<file path="src/rtl/gpq_pkg.sv">
package gpq_pkg;

    localparam int GRP_PINS = 8;
    localparam int PER_W    = 8;
    localparam int HIST_W   = 6;

    typedef enum logic [1:0] {
        QM_SYNC = 2'b00,
        QM_WIN3 = 2'b01,
        QM_WIN6 = 2'b10,
        QM_RAW  = 2'b11
    } qmode_e;

    typedef struct packed {
        logic [HIST_W-1:0] hist;
        logic              lvl;
    } win_state_t;

    // True when the newest 3 (or all 6) samples hold one value.
    function automatic logic win_agree(input logic [HIST_W-1:0] h, input logic wide);
        logic agree;
        if (wide) agree = (h == '0) || (h == '1);
        else      agree = (h[2:0] == 3'b000) || (h[2:0] == 3'b111);
        return agree;
    endfunction

endpackage

</file>
<file path="src/rtl/gpq_sample_div.sv">
module gpq_sample_div
    import gpq_pkg::*;
(
    input  logic             clk,
    input  logic             rst,
    input  logic [PER_W-1:0] period,
    output logic             strobe
);
    localparam int CNT_W = PER_W + 1;

    logic [CNT_W-1:0] cnt;
    logic [CNT_W-1:0] limit;

    always_comb begin
        limit  = {period, 1'b0} - 1'b1;
        strobe = (period == '0) || (cnt >= limit);
    end

    always_ff @(posedge clk) begin
        if (rst)         cnt <= '0;
        else if (strobe) cnt <= '0;
        else             cnt <= cnt + 1'b1;
    end
endmodule

</file>
<file path="src/rtl/gpq_sync2.sv">
module gpq_sync2 #(
    parameter int W = 8
) (
    input  logic         clk,
    input  logic         rst,
    input  logic [W-1:0] din,
    output logic [W-1:0] dout
);
    logic [W-1:0] stage1;

    always_ff @(posedge clk) begin
        if (rst) begin
            stage1 <= '0;
            dout   <= '0;
        end else begin
            stage1 <= din;
            dout   <= stage1;
        end
    end
endmodule

</file>
<file path="src/rtl/gpq_window.sv">
module gpq_window
    import gpq_pkg::*;
(
    input  logic   clk,
    input  logic   rst,
    input  logic   strobe,
    input  qmode_e mode,
    input  logic   din,
    output logic   lvl
);
    win_state_t st;
    logic [HIST_W-1:0] next_hist;

    always_comb next_hist = {st.hist[HIST_W-2:0], din};

    always_ff @(posedge clk) begin
        if (rst) begin
            st <= '0;
        end else if (strobe) begin
            st.hist <= next_hist;
            if (win_agree(next_hist, mode == QM_WIN6))
                st.lvl <= next_hist[0];
        end
    end

    assign lvl = st.lvl;
endmodule

</file>
<file path="src/rtl/gpio_qual_filter.sv">
module gpio_qual_filter
    import gpq_pkg::*;
#(
    parameter int N_GROUPS = 2,
    localparam int N_PINS  = N_GROUPS * GRP_PINS
) (
    input  logic                      clk,
    input  logic                      rst,
    input  logic [N_PINS-1:0]         pin_raw,
    input  logic [2*N_PINS-1:0]       pin_mode,
    input  logic [PER_W*N_GROUPS-1:0] grp_period,
    output logic [N_PINS-1:0]         pin_qual
);
    logic [2*N_PINS-1:0] mode_d1;
    logic [2*N_PINS-1:0] mode_eff;
    logic [N_PINS-1:0]   sync_q;
    logic [N_PINS-1:0]   win_lvl;
    logic [N_GROUPS-1:0] grp_strobe;

    // Two-stage mode pipeline: a new mode steers the pin on the second edge.
    always_ff @(posedge clk) begin
        if (rst) begin
            mode_d1  <= '0;
            mode_eff <= '0;
        end else begin
            mode_d1  <= pin_mode;
            mode_eff <= mode_d1;
        end
    end

    gpq_sync2 #(.W(N_PINS)) u_sync (
        .clk  (clk),
        .rst  (rst),
        .din  (pin_raw),
        .dout (sync_q)
    );

    for (genvar g = 0; g < N_GROUPS; g++) begin : g_grp
        gpq_sample_div u_div (
            .clk    (clk),
            .rst    (rst),
            .period (grp_period[PER_W*g +: PER_W]),
            .strobe (grp_strobe[g])
        );
    end

    for (genvar i = 0; i < N_PINS; i++) begin : g_pin
        gpq_window u_win (
            .clk    (clk),
            .rst    (rst),
            .strobe (grp_strobe[i / GRP_PINS]),
            .mode   (qmode_e'(mode_eff[2*i +: 2])),
            .din    (sync_q[i]),
            .lvl    (win_lvl[i])
        );
    end

    always_comb begin
        for (int i = 0; i < N_PINS; i++) begin
            case (qmode_e'(mode_eff[2*i +: 2]))
                QM_SYNC:          pin_qual[i] = sync_q[i];
                QM_WIN3, QM_WIN6: pin_qual[i] = win_lvl[i];
                QM_RAW:           pin_qual[i] = pin_raw[i];
                default:          pin_qual[i] = sync_q[i];
            endcase
        end
    end
endmodule

</file>
<file path="config.mk">
export PLATFORM = sky130hd
export DESIGN_NAME = gpio_qual_filter
export DESIGN_NICKNAME = d
export VERILOG_FILES = /design/src/rtl/gpq_pkg.sv /design/src/rtl/gpq_sample_div.sv /design/src/rtl/gpq_sync2.sv /design/src/rtl/gpq_window.sv /design/src/rtl/gpio_qual_filter.sv
export SDC_FILE = /design/constraint.sdc
export NUM_CORES = 1
export LEC_CHECK = 0
export ABC_AREA = 1
export BUFFER_PORTS_ARGS = -buffer_cell sky130_fd_sc_hd__buf_2
export CAP_MARGIN = 20
export CORE_MARGIN = 2
export CORE_UTILIZATION = 47
export DETAILED_ROUTE_END_ITERATION = 10
export PLACE_DENSITY = 0.71
export SYNTH_ARGS = -nofsm -noshare
export SYNTH_HDL_FRONTEND = slang
export SYNTH_SLANG_ARGS = --single-unit
</file>
<file path="constraint.sdc">
create_clock -name clk -period 2.5 [get_ports clk]
set_input_delay 0.375 -clock clk [delete_from_list [all_inputs] [get_ports clk]]
set_output_delay 0.375 -clock clk [all_outputs]
set_load 0.01 [all_outputs]
</file>
==> impl_metrics.json <==
{
  "grt_first_pass_wirelength_mm": 31.25,
  "crit_path_top_delay_cell": "ha_1",
  "ys_seq_area_frac": 0.4285,
  "syn_to_final_growth_pct": 14.99,
  "max_slew_margin": 0.6127,
  "htreeDepth": 1,
  "synth-async-reset-ratio": 0,
  "multi_input_area_um2": 4527,
  "synthMuxAreaShare": 0,
  "leakagePower_nw": 5.400,
  "drt-initial-drc-count": 432,
  "hpwl_mm": 12.24,
  "syn_nets": 1494,
  "cts-buffers-inserted": 22,
  "critPathKind": "input port to flip-flop",
  "layout-drive-gt1-share": 0.1019,
  "setup_viol": 0,
  "synthFlopType": "dfxtp_1",
  "viasPerCell": 4.621,
  "path_cells": "buf_2, nor3_2, nand3b_1, nor3_1, xor2_1, ha_1, nand2_1, inv_1, a21oi_1, buf_4, nand4_4, nor2_1, inv_2, o21ai_0",
  "rsz0062_at_grt": "false",
  "synth-compound-area-share": 0.07601,
  "fp.dieH_um": 148.5,
  "grt_max_degree": 89,
  "worstMarginPinSlew_ns": 0.5801,
  "totalWireLength_mm": 17.80,
  "worstPathMaxFanout": 16,
  "period_minus_slack_ns": 2.114,
  "endpoint_kind": "flip-flop",
  "max_stage_delay_ns": 0.25,
  "nFillCells": 1907,
  "avgRoutedWirePerCell_um": 10.33,
  "timing.hold.ws_ns": 0.07761,
  "antenna-diode-count": 0,
  "ys_ff_latch": 210,
  "cp.required_ns": 2.93,
  "synth_top_family_by_area": "simple AND/OR/NAND/NOR gates",
  "synth_fa_ha_area_frac": 0.08927,
  "arrival_ns": 2.54,
  "final.setup.tns_ns": 0,
  "clkSlewWorstSetupHoldPaths_ns": 0.06,
  "clk_latency_ns": 0.50,
  "start_util": 0.4818,
  "synth_simple_gate_area_share": 0.2751,
  "layout.nets": 1577,
  "area.sequential_um2": 4204,
  "clock_skew_ns": 0.008529,
  "powerDensity_nw_per_um2": 640.8,
  "die-area_um2": 22040,
  "postSynthCellCount": 1358,
  "grt_util_all_layers": 0.1654,
  "status": "finished clean",
  "postCtsSetupBuffers": 0,
  "cts_hold_buf": 0,
  "drtPass1Iterations": 5,
  "ant_nets": 0,
  "cts_tree": "yes",
  "max_freq_ghz": 0.4729,
  "core_um2": 20360,
  "grt_pass1_vias": 7286,
  "power_mw": 7.228,
  "io_pins": 82,
  "io_buffer_count": 81,
  "vias": 7962,
  "hold_viol_final": 0,
  "min_path_type": "input port to flip-flop",
  "critPathLaunchType": "input port",
  "clk_path_buf_depth": 3,
  "gp_congestion": 0.7806,
  "synth_area_um2": 9811,
  "num_rows": 52,
  "cts_root_buf": "clkbuf_16",
  "maxCapViolCount": 0,
  "cts.sinks": 210,
  "antenna_found_initial": 0,
  "route.detailed.drc": 0,
  "peakVddDrop_mv": 0.5856,
  "final_util": 0.5539,
  "syn_avg_cell_area_um2": 7.224,
  "synth_cell_types": 32,
  "yosysWarnings": 0,
  "grt_overflow": 0,
  "die_w_um": 148.5,
  "slew_violations": 0,
  "min_period_over_period": 0.8458,
  "synth_edf_count": 0,
  "synth_xor_area_frac": 0.01964
}
-- stage by stage --
step	setup slack [ns]	cells	cell area [µm²]
2_1_floorplan	0.1348	1358	9811
3_3_place_gp	-0.1198	1687	10560
3_5_place_dp	-0.1855	1687	10560
4_1_cts	0.3034	1723	11280
5_1_grt	0.09218	1723	11280
6_report	0.3856	1723	11280
-- path summary, 6_finish.rpt --
path                                             from                           end  slack, ns  cells past startpoint
worst max-delay path                    grp_period[1]   g_pin[2].u_win.next_hist[1]       0.39                     14
worst min-delay path                     pin_mode[13]                   mode_d1[13]       0.08                      3
worst max register to register  g_grp[1].u_div.cnt[7]  g_pin[11].u_win.next_hist[3]       0.61                      8
worst min register to register            mode_d1[18]                  mode_eff[18]       0.40                      2
-- timing repair --
item	in CTS	in global routing
gates resized for setup	0	1
setup endpoints to repair	0	1
endpoints found under the hold margin	0	0
-- critical path, delay by kind of cell --
kind                     cells  cell delay (ns)
XOR/XNOR                     1             0.17
adder cells (fa/ha/maj)      1             0.25
AND/OR/NAND/NOR              6             0.96
buffers and inverters        4             0.47
AO/OA/AOI/OAI                2             0.32
-- cell type report --
class	count	share of cell area
Inverter	231	0.07686
Clock buffer	32	0.05756
Timing Repair Buffer	100	0.05546
Tap cell	270	0.02995
Sequential cell	210	0.3727
Multi-Input combinational cell	876	0.4013
Clock inverter	4	0.006211
-- Yosys cell counts (6+ instances only) --
cell type	instances	area share
nor2_1	297	0.11
nand2_1	233	0.089
inv_1	228	0.087
dfxtp_1	210	0.43
nand3_1	74	0.038
ha_1	70	0.089
a21oi_1	59	0.030
o21ai_0	33	0.017
clkbuf_1	18	0.0069
a22oi_1	16	0.012
nand3b_1	16	0.012
o21bai_1	16	0.012
xor2_1	15	0.013
buf_2	10	0.0051
and2_1	9	0.0057
o21ai_1	9	0.0046
xnor2_1	7	0.0062
nor3_1	6	0.0031
-- cell usage in the layout (no fill, tap or decap), drive strengths merged, types with 32 or more instances in the layout --
master,n
nor2,300
nand2,238
inv,231
dfxtp,210
buf,100
nand3,74
ha,70
a21oi,59
o21ai,42
clkbuf,32
-- logic make-up after synthesis --
| kind of cell | count (synthesis) |
|---|---|
| and+or+nand+nor | 651 |
| buffers and inverters | 272 |
| DFF | 210 |
| AOI/OAI and AO/OA | 133 |
| adders and majority gates | 70 |
| xor gates and xnor gates | 22 |
-- power breakdown --
| group | internal [mW] | leakage, nW | switching (mW) | total (mW) |
|---|---|---|---|---|
| Clock | 1.99 | 0.354 | 1.25 | 3.24 |
| Sequential | 3.44 | 1.71 | 0.0571 | 3.49 |
| Combinational | 0.211 | 3.33 | 0.284 | 0.495 |
-- registers in the layout, summed over array words and instances, names as in the netlist --
signal / cells
g_grp.u_div.cnt: 18
u_sync.stage1: 16
mode_d1: 32
g_pin.u_win.lvl: 16
u_sync.dout: 16
g_pin.u_win.next_hist: 80
mode_eff: 32
-- routing by layer --
metal	global-route usage	vias up	share of wire
met2	0.2787	125	0.44
li1	-	4300	-
met3	0.02393	21	0.042
met1	0.2241	3516	0.50
met5	0	-	0
met4	0.04190	0	0.016
Power figures use the tool's default switching activity.
